$ cat config.mk
export PLATFORM = sky130hd
export DESIGN_NAME = byte_insert_unit
export DESIGN_NICKNAME = d
export VERILOG_FILES = /design/src/rtl/bins_pkg.sv /design/src/rtl/bins_lane_pick.sv /design/src/rtl/bins_check_len.sv /design/src/rtl/bins_lane_merge.sv /design/src/rtl/byte_insert_unit.sv
export SDC_FILE = /design/constraint.sdc
export NUM_CORES = 1
export LEC_CHECK = 0
export BUFFER_PORTS_ARGS = -buffer_cell sky130_fd_sc_hd__buf_2
export CAP_MARGIN = 10
export CORE_MARGIN = 1
export CORE_UTILIZATION = 57
export CTS_BUF_LIST = sky130_fd_sc_hd__clkbuf_16
export DETAILED_ROUTE_END_ITERATION = 10
export PLACE_DENSITY = 0.82
export SLEW_MARGIN = 25
export SYNTH_ARGS = -nofsm -noshare
export SYNTH_HDL_FRONTEND = slang
export SYNTH_SLANG_ARGS = --single-unit
$ cat constraint.sdc
create_clock -name clk -period 6 [get_ports clk]
set_clock_uncertainty 0.2 [all_clocks]
set_input_delay 0 -clock clk [delete_from_list [all_inputs] [get_ports clk]]
set_output_delay 0 -clock clk [all_outputs]
set_load 0.02 [all_outputs]
$ cat src/rtl/bins_pkg.sv
package bins_pkg;
    typedef enum logic [1:0] {
        ST_IDLE = 2'd0,
        ST_READ = 2'd1,
        ST_DONE = 2'd2
    } bins_state_e;

    localparam logic [1:0] CC_ZERO = 2'd0;
    localparam logic [1:0] CC_NEG  = 2'd1;
    localparam logic [1:0] CC_POS  = 2'd2;
endpackage

$ cat src/rtl/bins_lane_pick.sv
module bins_lane_pick #(
    parameter int LANES  = 4,
    parameter int LIDX_W = $clog2(LANES)
) (
    input  logic [LANES-1:0]  pending,
    output logic [LIDX_W-1:0] lane,
    output logic              last
);
    // highest pending lane is the next one to fill
    always_comb begin
        lane = '0;
        for (int i = 0; i < LANES; i++) begin
            if (pending[i]) lane = LIDX_W'(i);
        end
        last = ($countones(pending) == 1);
    end
endmodule

$ cat src/rtl/bins_check_len.sv
module bins_check_len #(
    parameter int LANES = 4,
    parameter int CNT_W = $clog2(LANES + 1)
) (
    input  logic [LANES-1:0] mask,
    input  logic             single,
    output logic [CNT_W-1:0] len
);
    logic [CNT_W-1:0] ones;

    always_comb begin
        ones = '0;
        for (int i = 0; i < LANES; i++) begin
            ones = ones + CNT_W'(mask[i]);
        end
        if (single || ones == '0) len = CNT_W'(1);
        else                      len = ones;
    end
endmodule

$ cat src/rtl/bins_lane_merge.sv
module bins_lane_merge #(
    parameter int LANES  = 4,
    parameter int BYTE_W = 8,
    parameter int LIDX_W = $clog2(LANES)
) (
    input  logic [LANES*BYTE_W-1:0] cur,
    input  logic [BYTE_W-1:0]       byte_in,
    input  logic [LIDX_W-1:0]       lane,
    output logic [LANES*BYTE_W-1:0] nxt
);
    for (genvar g = 0; g < LANES; g++) begin : g_lane
        assign nxt[g*BYTE_W +: BYTE_W] =
            (lane == LIDX_W'(g)) ? byte_in : cur[g*BYTE_W +: BYTE_W];
    end
endmodule

$ cat src/rtl/byte_insert_unit.sv
module byte_insert_unit
    import bins_pkg::*;
#(
    parameter int LANES  = 4,
    parameter int BYTE_W = 8,
    parameter int ADDR_W = 32
) (
    input  logic                          clk,
    input  logic                          rst_n,
    input  logic                          start,
    input  logic                          single_mode,
    input  logic [LANES*BYTE_W-1:0]       reg_in,
    input  logic [LANES-1:0]              lane_mask,
    input  logic [ADDR_W-1:0]             addr_in,
    input  logic [1:0]                    cc_in,
    output logic                          mem_req,
    output logic [ADDR_W-1:0]             mem_addr,
    input  logic                          mem_valid,
    input  logic [BYTE_W-1:0]             mem_data,
    input  logic                          mem_fault,
    output logic                          busy,
    output logic                          done,
    output logic                          fault,
    output logic [LANES*BYTE_W-1:0]       reg_out,
    output logic [1:0]                    cc_out,
    output logic [$clog2(LANES+1)-1:0]    check_len
);
    localparam int DATA_W = LANES * BYTE_W;
    localparam int LIDX_W = $clog2(LANES);
    localparam int CNT_W  = $clog2(LANES + 1);

    bins_state_e          state_q, state_d;
    logic [ADDR_W-1:0]    base_q;
    logic [CNT_W-1:0]     offset_q;
    logic [LANES-1:0]     pending_q;
    logic [DATA_W-1:0]    work_q, orig_q;
    logic [1:0]           cc_hold_q;
    logic                 single_q, any_nz_q, first_msb_q, first_seen_q, fault_q;
    logic [CNT_W-1:0]     len_q, len_calc;
    logic [LIDX_W-1:0]    lane_sel;
    logic                 lane_last;
    logic [DATA_W-1:0]    merged;
    logic                 take_start, accept;

    bins_lane_pick #(.LANES(LANES), .LIDX_W(LIDX_W)) u_pick (
        .pending (pending_q),
        .lane    (lane_sel),
        .last    (lane_last)
    );

    bins_check_len #(.LANES(LANES), .CNT_W(CNT_W)) u_len (
        .mask   (lane_mask),
        .single (single_mode),
        .len    (len_calc)
    );

    bins_lane_merge #(.LANES(LANES), .BYTE_W(BYTE_W), .LIDX_W(LIDX_W)) u_merge (
        .cur     (work_q),
        .byte_in (mem_data),
        .lane    (lane_sel),
        .nxt     (merged)
    );

    assign take_start = (state_q == ST_IDLE) && start;
    assign accept     = (state_q == ST_READ) && mem_valid && !mem_fault;

    // state register
    always_ff @(posedge clk or negedge rst_n) begin
        if (!rst_n) state_q <= ST_IDLE;
        else        state_q <= state_d;
    end

    // transitions
    always_comb begin
        state_d = state_q;
        unique case (state_q)
            ST_IDLE: begin
                if (start) begin
                    if (!single_mode && lane_mask == '0) state_d = ST_DONE;
                    else                                 state_d = ST_READ;
                end
            end
            ST_READ: begin
                if (mem_fault)                   state_d = ST_DONE;
                else if (mem_valid && lane_last) state_d = ST_DONE;
            end
            ST_DONE: state_d = ST_IDLE;
            default: state_d = ST_IDLE;
        endcase
    end

    // operation context and byte accumulation
    always_ff @(posedge clk or negedge rst_n) begin
        if (!rst_n) begin
            base_q       <= '0;
            offset_q     <= '0;
            pending_q    <= '0;
            work_q       <= '0;
            orig_q       <= '0;
            cc_hold_q    <= CC_ZERO;
            single_q     <= 1'b0;
            any_nz_q     <= 1'b0;
            first_msb_q  <= 1'b0;
            first_seen_q <= 1'b0;
            fault_q      <= 1'b0;
            len_q        <= '0;
        end else if (take_start) begin
            base_q       <= addr_in;
            offset_q     <= '0;
            pending_q    <= single_mode ? LANES'(1) : lane_mask;
            work_q       <= reg_in;
            orig_q       <= reg_in;
            cc_hold_q    <= cc_in;
            single_q     <= single_mode;
            any_nz_q     <= 1'b0;
            first_msb_q  <= 1'b0;
            first_seen_q <= 1'b0;
            fault_q      <= 1'b0;
            len_q        <= len_calc;
        end else if (state_q == ST_READ) begin
            if (mem_fault) begin
                fault_q <= 1'b1;
            end else if (mem_valid) begin
                work_q    <= merged;
                pending_q <= pending_q & ~(LANES'(1) << lane_sel);
                offset_q  <= offset_q + CNT_W'(1);
                any_nz_q  <= any_nz_q | (|mem_data);
                if (!first_seen_q) begin
                    first_seen_q <= 1'b1;
                    first_msb_q  <= mem_data[BYTE_W-1];
                end
            end
        end
    end

    // outputs
    always_comb begin
        mem_req   = (state_q == ST_READ);
        mem_addr  = base_q + ADDR_W'(offset_q);
        busy      = (state_q != ST_IDLE);
        done      = (state_q == ST_DONE);
        fault     = fault_q;
        check_len = len_q;
        reg_out   = fault_q ? orig_q : work_q;
        if (fault_q || single_q)  cc_out = cc_hold_q;
        else if (!any_nz_q)       cc_out = CC_ZERO;
        else if (first_msb_q)     cc_out = CC_NEG;
        else                      cc_out = CC_POS;
    end

    // request stays put until answered
    assert_req_hold_R9: assert property (@(posedge clk) disable iff (!rst_n)
        (mem_req && !mem_valid && !mem_fault) |=> (mem_req && $stable(mem_addr)));

    // consecutive bytes come from consecutive addresses
    assert_addr_step_R9: assert property (@(posedge clk) disable iff (!rst_n)
        (mem_req && mem_valid && !mem_fault && mem_req && !lane_last)
            |=> (mem_req && mem_addr == $past(mem_addr) + ADDR_W'(1)));

    // zero mask in masked mode never touches memory
    assert_zero_noreq_R3: assert property (@(posedge clk) disable iff (!rst_n)
        (take_start && !single_mode && lane_mask == '0) |=> (!mem_req && done));

    assert_cc_code_R6: assert property (@(posedge clk) disable iff (!rst_n)
        (done && !fault && !single_q) |-> (cc_out != 2'b11));

    assert_len_range_R7: assert property (@(posedge clk) disable iff (!rst_n)
        busy |-> (check_len >= CNT_W'(1) && check_len <= CNT_W'(LANES)));

    assert_done_pulse_R12: assert property (@(posedge clk) disable iff (!rst_n)
        done |=> (!done && !busy));

    // a fault cuts off all further requests
    assert_fault_stop_R10: assert property (@(posedge clk) disable iff (!rst_n)
        (mem_req && mem_fault) |=> (!mem_req && fault && done));
endmodule

==> impl_results.md <==
* WP data arrival at approximately 3500 ps
* Nets at 984
* Met2 WL at 9.37 mm
* Die area at 0.0108 mm2
* Final WL at 18.3 mm
* Crit-path max FO at 87
* Final hold vios at 0
* Clk slew on worst S/H paths at 60 ps
* CTS buffer count at 17
* Number of routed nets with antenna violations at 0
* Worst Setup Start Kind: flop
* WL met3 at 1.44 mm
* Hold WS at 20.0 ps
* Worst skew pair latency at slightly above 400 ps
* Vias/cell at 5.61
* DRT Pass-1 Iters at 5
* Post-Synth Adder-Cell Area at 3.54%
* Antenna Cells at 0
* Vias in the first global route at 6,104
* Post-synth EDFFs at 0
* Post-synth ARST share at 100%
* DPL Wire Length at approximately 10 mm
* Initial DRC count at 358
* Ys flop type: dfrtp_1
* Total number of vias at 5,789
* Num ports at 157
* Deepest clock path buffer count at 2
* Outcome: complete, no violations
* CTS resizes at 0
* Post-Syn Area at 0.00594 mm2
* Max-cap viol count at 0
* Max VDD drop at 0.358 mV
* Leakage at 4.30 nW
* Initial antenna violation count at 0
* Yosys warnings at 0
* Largest family of logic cells by synthesized area: simple AND/OR/NAND/NOR gates
* Synth Area in XOR/XNOR at 4.57%
* Fmax at 295 MHz
* Row count at 36
* Critical Path RT at 6150 ps
* Slew headroom at 30.3%
* Multiplexer share of the synthesized area at 11.8%
* Port Buffers at around 160
* Die height at roughly 100 um
* Fin util at 84.7%
* Post-synthesis register bit count at 115
* Post-route DRC at 0
* Setup crit end kind: flop
* GRT Total Usage at 35.2%
* Post-Layout Cell Count at about 1.0k
* Netlist cell types at between 40 and 50
* Area share of and/or/nand/nor cells after synthesis at 21.5%
* Largest net degree at the start of global routing at 88
* Post-Place Worst Slack at 3180 ps
* Total power density per cell area at 530 mW/mm2
* Final Slew Violations at 0
* Syn nets at about 740
* Sequential share of the synthesized area at between 40% and 50%
* Wl on met1 at 6.89 mm
* Synth-to-layout area growth at 41.9%
* RSZ-0062 raised after global routing: no
* Uppermost layer routed: met4
* Hold/Removal Path Class: in2async
* Placeable core area at 0.00995 mm2
* Starting density of the core at 59.7%
* Total grt overflow at 0
* Die width at 104 um
* Fin crit period at 3390 ps
* Wire per inst at 17.8 um
* Global-route wire length before repair at between 20 and 30 mm
* Final period utilization at between 50% and 60%
* Setup TNS at 0 ps
* Placed cell count at 896
* Mean Syn Cell Area at 9.34 um2
* Compound-gate portion of the synthesized area at 6.17%
* Layout cell share with drive strength beyond 1 at 27.1%
* Htree depth at 4
* Number of filler cells placed in the layout at roughly 500
* Critical Setup Path Class: reg2reg
* CTS tree: yes
* Mapped Cells at ~640
* Endpoints failing setup at 0
* Setup Fix Bufs, Post-CTS at 0
* Clock sinks at ~120
* Root buffer cell: clkbuf_16
* RD Place Congestion at 0.838
* Fin worst setup slack at around 2600 ps
* Measured slew at the worst slew-check pin at 1040 ps
metal layers:
| metal | GRT usage, % | up-vias |
|---|---|---|
| met5 | 0 | - |
| met3 | 8.96 | 71 |
| li1 | - | 2609 |
| met1 | 40.4 | 2769 |
| met4 | 16.9 | 0 |
| met2 | 61.4 | 340 |
Yosys cell counts, types with 3 or more instances:
master,count,area share (%)
dfrtp_1,115,48
nand3b_1,5,0.63
clkbuf_1,24,1.5
inv_1,22,1.4
nor4_1,7,0.74
buf_1,3,0.19
o21ai_0,38,3.2
buf_2,5,0.42
xor2_1,21,3.1
ha_1,12,2.5
mux2i_1,24,4.0
xnor2_1,10,1.5
nor2_1,26,1.6
a21o_1,3,0.38
nand2_1,205,13
mux2_2,41,7.8
nor3_1,13,1.1
nand3_1,8,0.67
fa_1,3,1.0
a21oi_1,16,1.3
stage by stage:
step                power [mW]  instance area [um2]
global placement          3.16                 6790
global route              4.70                 8440
CTS                       4.39                 8420
detailed placement        3.24                 6800
floorplan                 2.65                 5940
finish                    4.47                 8440
kinds of logic after synthesis:
family,after synthesis
AOI/OAI and AO/OA,66
DFF,115
adders and majority gates,15
buffers and inverters,56
and+or+nand+nor,288
xor gates and xnor gates,31
muxes,65
path summary, 6_finish.rpt:
kind	startpoint	to	slack [ps]	cells past startpoint
setup / recovery	state_q[1]	pending_q[2]	2610	6
hold / removal	rst_n	base_q[10]	20	2
setup reg to reg	state_q[1]	pending_q[2]	2610	6
hold reg to reg	check_len[2]	check_len[2]	260	2
max in group asynchronous	rst_n	offset_q[0]	4340	3
min in group clk	addr_in[24]	base_q[24]	120	4
report_power, final:
group          switching (mW)  internal (mW)
Clock                   0.383          0.656
Sequential              0.302           1.14
Combinational            1.20          0.784
what timing repair did:
item                                    4_1_cts  5_1_grt
hold endpoints to repair                    172        0
hold buffers                                102        0
endpoints found under the setup margin        0        0
cells in the final DEF (no fill, tap or decap), types with 3 or more instances in the layout:
master         Yosys  routed
ha_1              12      12
fa_1               3       3
dfrtp_1          115     115
dlygate4sd3_1      0     102
nand3b_1           5       5
o21ai_0           38      38
a21oi_1           16      16
xnor2_1           10      10
buf_4              0       6
buf_2              5     155
inv_6              0       4
mux2_2            41      41
mux2i_1           24      24
bufinv_16          0       3
nand3_1            8       8
nand2_1          205     204
nor3_1            13      13
a21o_1             3       3
clkinv_4           0       3
inv_1             22      23
nor4_1             7       7
nor2_1            26      26
xor2_1            21      21
clkbuf_16          0      17
sequential cells by signal, indices dropped and copies added, names as in the netlist:
name	flops
any_nz_q	1
base_q	32
cc_hold_q	2
check_len	3
fault	1
first_msb_q	1
first_seen_q	1
offset_q	3
orig_q	32
pending_q	4
single_q	1
state_q	2
work_q	32
critical path: stages, from the launching register on:
cell and delay, ps:
dfrtp_1 480, nor3b_4 470, buf_4 740, nand3b_1 170
dlygate4sd3_1 610, o21ai_0 70, dlygate4sd3_1 570
area by class of cell:
cell class,instances,area (um2),area share [%]
inverter,22,82.6,0.979
timing repair buffer,264,1850,22.0
multi-input combinational,465,2850,33.8
tap,133,166,1.97
sequential,115,2880,34.1
clock inverter,15,180,2.14
clock buffer,17,425,5.04
(Power assumes the default switching activity.)
